`src/rtl/word_predecoder.sv`:
```
module word_predecoder #(
  parameter int BYTES = 4
) (
  input  logic                    clk,
  input  logic                    rst_n,
  input  logic                    ce,
  input  logic [7:0]              addr,
  input  logic [BYTES-1:0]        we,
  output logic [256*BYTES-1:0]    wr_stb,
  output logic [255:0]            rd_sel,
  output logic [7:0]              rd_addr
);
  localparam int AW    = 8;
  localparam int WORDS = 1 << AW;
  localparam int SLICES = AW / 2;
  localparam int NIB   = 16;

  logic [AW-1:0]        addr_n;
  logic                 ce_n;
  logic [BYTES-1:0]     we_n;
  logic [SLICES*4-1:0]  pre2_n;
  logic [2*NIB-1:0]     pre4;
  logic [WORDS-1:0]     word_n;

  assign addr_n = ~addr;
  assign ce_n   = ~ce;
  assign we_n   = ~we;

  for (genvar s = 0; s < SLICES; s++) begin : g_slice
    for (genvar v = 0; v < 4; v++) begin : g_val
      logic lo, hi;
      assign lo = v[0] ? addr[2*s]   : addr_n[2*s];
      assign hi = v[1] ? addr[2*s+1] : addr_n[2*s+1];
      assign pre2_n[s*4+v] = ~(lo & hi);
    end
  end

  for (genvar h = 0; h < 2; h++) begin : g_half
    for (genvar v = 0; v < NIB; v++) begin : g_val
      assign pre4[h*NIB+v] = ~(pre2_n[(2*h)*4 + (v % 4)] | pre2_n[(2*h+1)*4 + (v / 4)]);
    end
  end

  for (genvar w = 0; w < WORDS; w++) begin : g_word
    assign word_n[w] = ~(pre4[w % NIB] & pre4[NIB + (w / NIB)]);
    for (genvar b = 0; b < BYTES; b++) begin : g_byte
      assign wr_stb[w*BYTES+b] = ~(word_n[w] | ce_n | we_n[b]);
    end
  end

  always_ff @(posedge clk) begin
    if (!rst_n) begin
      rd_addr <= '0;
      rd_sel  <= {{(WORDS-1){1'b0}}, 1'b1};
    end else if (ce) begin
      rd_addr <= addr;
      rd_sel  <= ~word_n;
    end
  end


  word_onehot_chk: assert property (@(posedge clk) disable iff (!rst_n)
    $countones(~word_n) == 1);


  nibble_onehot_chk: assert property (@(posedge clk) disable iff (!rst_n)
    $countones(pre4) == 2);


  ce_quiet_chk: assert property (@(posedge clk) disable iff (!rst_n)
    !ce |-> (wr_stb == '0));


  we_quiet_chk: assert property (@(posedge clk) disable iff (!rst_n)
    (we == '0) |-> (wr_stb == '0));


  stb_count_chk: assert property (@(posedge clk) disable iff (!rst_n)
    ce |-> ($countones(wr_stb) == $countones(we)));


  load_chk: assert property (@(posedge clk) disable iff (!rst_n)
    ce |=> (rd_addr == $past(addr)));


  hold_chk: assert property (@(posedge clk) disable iff (!rst_n)
    !ce |=> ($stable(rd_addr) && $stable(rd_sel)));


  sel_match_chk: assert property (@(posedge clk) disable iff (!rst_n)
    rd_sel == (256'(1) << rd_addr));
endmodule

```
`config.mk`:
```
export PLATFORM = sky130hd
export DESIGN_NAME = word_predecoder
export DESIGN_NICKNAME = d
export VERILOG_FILES = /design/src/rtl/word_predecoder.sv
export SDC_FILE = /design/constraint.sdc
export NUM_CORES = 1
export LEC_CHECK = 0
export BUFFER_PORTS_ARGS = -buffer_cell sky130_fd_sc_hd__buf_2
export CAP_MARGIN = 10
export CELL_PAD_IN_SITES_DETAIL_PLACEMENT = 1
export CELL_PAD_IN_SITES_GLOBAL_PLACEMENT = 2
export CORE_AREA = 4 4 510 512
export DETAILED_ROUTE_END_ITERATION = 10
export DIE_AREA = 0 0 514 516
export PLACE_DENSITY_LB_ADDON = 0.08
export SYNTH_ARGS = -nofsm -noshare
export SYNTH_HDL_FRONTEND = slang
export SYNTH_SLANG_ARGS = --single-unit
export TNS_END_PERCENT = 10
```
`constraint.sdc`:
```
create_clock -name clk -period 2.4 [get_ports clk]
set_input_delay 0.36 -clock clk [delete_from_list [all_inputs] [get_ports clk]]
set_output_delay 0.36 -clock clk [all_outputs]
set_load 0.005 [all_outputs]
```
Word-level counts from Yosys, hierarchy flattened:

Cells that the tools add are included.

* register bits: 264
* latch bits: 0
* RAM bits: 0
* ROM bits: 0
* input port bits: 15
* output and inout port bits: 1288
* word-level logic and storage cells: 2918
* memories: 0

* add/sub/neg operators: 0
* $mul: 0
* div/mod/pow operators: 0
* magnitude comparators: 0
* eq/ne operators: 0
* shift-type cells: 0
* mux-type cells: 0
* bitwise gates (word level): 2916
* reduce and logical (&&, ||, !) cells: 0

Operator list (count)
* $not A1 Y1: 1329
* $or A1 B1 Y1: 1312
* $and A1 B1 Y1: 272
* $not A256 Y256: 1
* $not A8 Y8: 1
* $not A4 Y4: 1

Logic depth before layout (Yosys ltp):

* depth after elaboration: 10
* mapped depth: 6
* gate-level depth less buffers: 2

Least setup slack after synthesis:

Ideal clock, no wire load.

* path type: input to output
* start: in ce
* end: out wr_stb[10]
* data arrival time: 1598 ps
* data required time: 2040 ps
* slack: 442 ps
* cell stages on the path: 6
* path buffers: 4
* cells stage by stage: buf_2 -> or3b_1 -> buf_2 -> buf_2 -> buf_2 -> nor4_1

* word-level cells in the longest chain between the ends: 4

Ends and longest elaborated chain
* start: declaration: line 6 `input logic ce,`
* $not A1 Y1: line 26 `assign ce_n = ~ce;`
* $or A1 B1 Y1 (2 in a row): line 47 `assign wr_stb[w*BYTES+b] = ~(word_n[w] | ce_n | we_n[b]);`
* $not A1 Y1: line 47
* end: declaration: line 9 `output logic [256*BYTES-1:0] wr_stb,`

Every way passes these cells.

Worst setup path in the final report:

* start: in addr[0]
* end: out wr_stb[139]

* word-level cells in the longest chain between the ends: 10

Ends and longest elaborated chain
* start: declaration: line 7 `input logic [7:0] addr,`
* $not A8 Y8: line 25 `assign addr_n = ~addr;`
* $and A1 B1 Y1: line 34 `assign pre2_n[s*4+v] = ~(lo & hi);`
* $not A1 Y1: line 34
* $or A1 B1 Y1: line 40 `assign pre4[h*NIB+v] = ~(pre2_n[(2*h)*4 + (v % 4)] | pre2_n[(2*h+1)*4 + (v / 4)]);`
* $not A1 Y1: line 40
* $and A1 B1 Y1: line 45 `assign word_n[w] = ~(pre4[w % NIB] & pre4[NIB + (w / NIB)]);`
* $not A1 Y1: line 45
* $or A1 B1 Y1 (2 in a row): line 47
* $not A1 Y1: line 47

Every way passes these cells.

==> key figures <==
Detailed routing
  – DR DRC count: 0
  – Drt initial violations: 1317
  – Via density: 3.99
  – Antenna Nets Post-Route: 0
  – Via count: 27400
  – Routed WL: 222000 um
  – DRT Pass-1 Iters: 5
  – Avg WL per Cell: 32.3 um

Synthesis
  – Synthesized area: 19100 um2
  – Register area share after synthesis: 27.7%
  – Syn. warnings: 0
  – #FFs+latches synth: 264
  – Post-Synthesis Cells: 2475
  – Yosys cell types: 21
  – Synthesized Nets: 2490
  – Synth Area per Inst: 7.70 um2

Floorplanning
  – Top-Level Pins: 1303
  – DIE AREA: 265000 um2
  – Core footprint: 256000 um2
  – Die W: 514 um
  – Die Y: 516 um
  – Num rows: 186
  – Starting Density: 7.45%

STA
  – Clock skew: 0 ns
  – Final worst path period share: 100%
  – Worst slew margin: 29.5%
  – Max Freq: 415 MHz
  – TNS Setup: -0.0104 ns
  – Worst hold margin: 0.101 ns
  – Slew Limit Fails: 0
  – Post-route minimum period: 2.41 ns
  – Final Hold Fails: 0
  – Worst slew pin tran: 1.06 ns
  – Final setup fails: 1
  – Final worst slack: -0.0104 ns
  – RSZ-0062 raised after global routing: true

Clock network
  – Clock Sinks: 264
  – Root Buffer: clkbuf_16
  – CTS Buf Count: 34
  – CTS tree: built
  – H-Tree Level Count: 2
  – Clk buf depth: 3
  – Clock latency on the worst-skew pair: 0.56 ns
  – CTS Hold Bufs: 0
  – Reg clk slew, reported paths: 0.06 ns

Run status
  – Violated checks: setup timing
  – Status: finished, violations left

GRT
  – Largest net degree at the start of global routing: 161
  – Antenna violations before repair: 13
  – GRT Overall Usage: 15.7%
  – Vias in the first global route: 28000
  – Met3 Use GR: 5.53%
  – First-pass GRT wire length: 292000 um
  – Total grt overflow: 0
  – Grt met2 use: 27.4%
  – GR peak layer: met2
  – Grt met1 use: 18.3%

Finish
  – Share of cells above drive strength 1: 49.2%
  – Most frequent cells in the layout: buf_2 (1301), nor4_1 (1001), nand3b_1 (267)
  – Area grow syn2layout: 68.1%
  – Final #Nets: 3489
  – Commonest non-fill, non-tap cell in the layout: buf_2
  – # fillers: 30400

Setup path
  – WS Path Type: input port to output pin
  – Critical Path AT: 2.05 ns
  – CP Max Fanout: 103
  – R2R Setup Slk: 1.74 ns
  – Critical Path RT: 2.04 ns
  – Critical Path End Type: output pin
  – CP Launch Type: input port

Placement
  – Placer Congestion: 0.720
  – DP HPWL: 155000 um
  – Port bufs: 1302

Power and ir drop
  – Pleak: 0.0131 uW
  – Max VDD drop: 0.000305 V
  – Power Density: 385 nW/um2

Run
  – Max_cap viols: 0

Hold path
  – Min-Delay Path Class: input port to flop
[cell usage after synthesis]
cell | instances | share of area [%]
buf_4 | 2 | 0.079
nand3_1 | 1 | 0.026
nor4_1 | 1024 | 34
nand2_1 | 2 | 0.039
nand3b_1 | 267 | 11
or3b_1 | 2 | 0.092
nand2b_1 | 5 | 0.16
clkbuf_1 | 475 | 9.4
o311ai_0 | 1 | 0.046
o41ai_1 | 211 | 9.7
o41ai_2 | 44 | 3.8
or2_2 | 2 | 0.066
dfxtp_1 | 264 | 28
nor2b_1 | 8 | 0.26
or3b_2 | 4 | 0.18
or4_1 | 1 | 0.039
mux2i_1 | 8 | 0.42
buf_2 | 63 | 1.7
buf_1 | 78 | 1.5
nand3_2 | 5 | 0.26
buf_6 | 8 | 0.47
[repair_timing]
| action | in CTS | in global routing |
|---|---|---|
| endpoints found under the setup margin | 55 | 52 |
| buffers inserted | 1 | 0 |
| pin swaps | 2 | 1 |
| gates resized for setup | 13 | 21 |
[cells by family after synthesis]
kind of cell | count (synthesis) | share of synthesized area (%)
and+or+nand+nor | 1321 | 45.3
AOI/OAI and AO/OA | 256 | 13.5
muxes | 8 | 0.420
buffers and inverters | 626 | 13.1
DFF | 264 | 27.7
[layer usage]
| layer | part of all wire, % | vias to the layer above |
|---|---|---|
| li1 | - | 12100 |
| met5 | 0 | - |
| met1 | 40 | 14200 |
| met2 | 49 | 924 |
| met4 | 2.3 | 0 |
| met3 | 8.4 | 135 |
[metrics by stage]
stage / area, um2 / total power (uW) / worst slack [ns] / util (%) / cells
3_3_place_gp: 30800 / 7430 / -0.827 / 12.0 / 6820
2_1_floorplan: 19100 / 5790 / 0.442 / - / 2475
3_5_place_dp: 30800 / 7400 / -0.374 / 12.0 / 6821
6_report: 32000 / 12300 / -0.0104 / 12.5 / 6883
4_1_cts: 31900 / 12800 / -0.0177 / 12.5 / 6879
5_1_grt: 32000 / 12900 / -0.0505 / 12.5 / 6881
[report_power, final]
| part | switching, uW | internal [uW] | leakage (uW) |
|---|---|---|---|
| registers | 7.95 | 4400 | 0.00213 |
| clock network | 2310 | 2810 | 0.000495 |
| logic | 2160 | 633 | 0.0104 |
[worst max-delay path: stages]
cell and delay (ns):
buf_2 0.14, or3b_4 0.47, buf_12 0.22, nor4_1 0.44
buf_2 0.18
[layout make-up]
cell class                 count  area [um2]  share of cell area [%]
tap                         3384        4230                    13.2
timing repair buffer        1589        9910                    30.9
clock inverter                 6        40.0                   0.125
sequential                   264        5290                    16.5
multi-input combinational   1585       11600                    36.2
clock buffer                  51         976                    3.05
antenna                        4        10.0                  0.0312
[path summary, 6_finish.rpt]
path / from / endpoint / cells after the start
max: addr[0] / wr_stb[139] / 5
min: rst_n / rd_sel[0] / 2
max reg2reg: rd_sel[207] / rd_sel[207] / 2
min reg2reg: rd_sel[157] / rd_sel[157] / 2
[sequential cells by signal, indices dropped and copies added (netlist names)]
register  cells
rd_sel      256
rd_addr       8
Power figures use the tool's default switching activity.
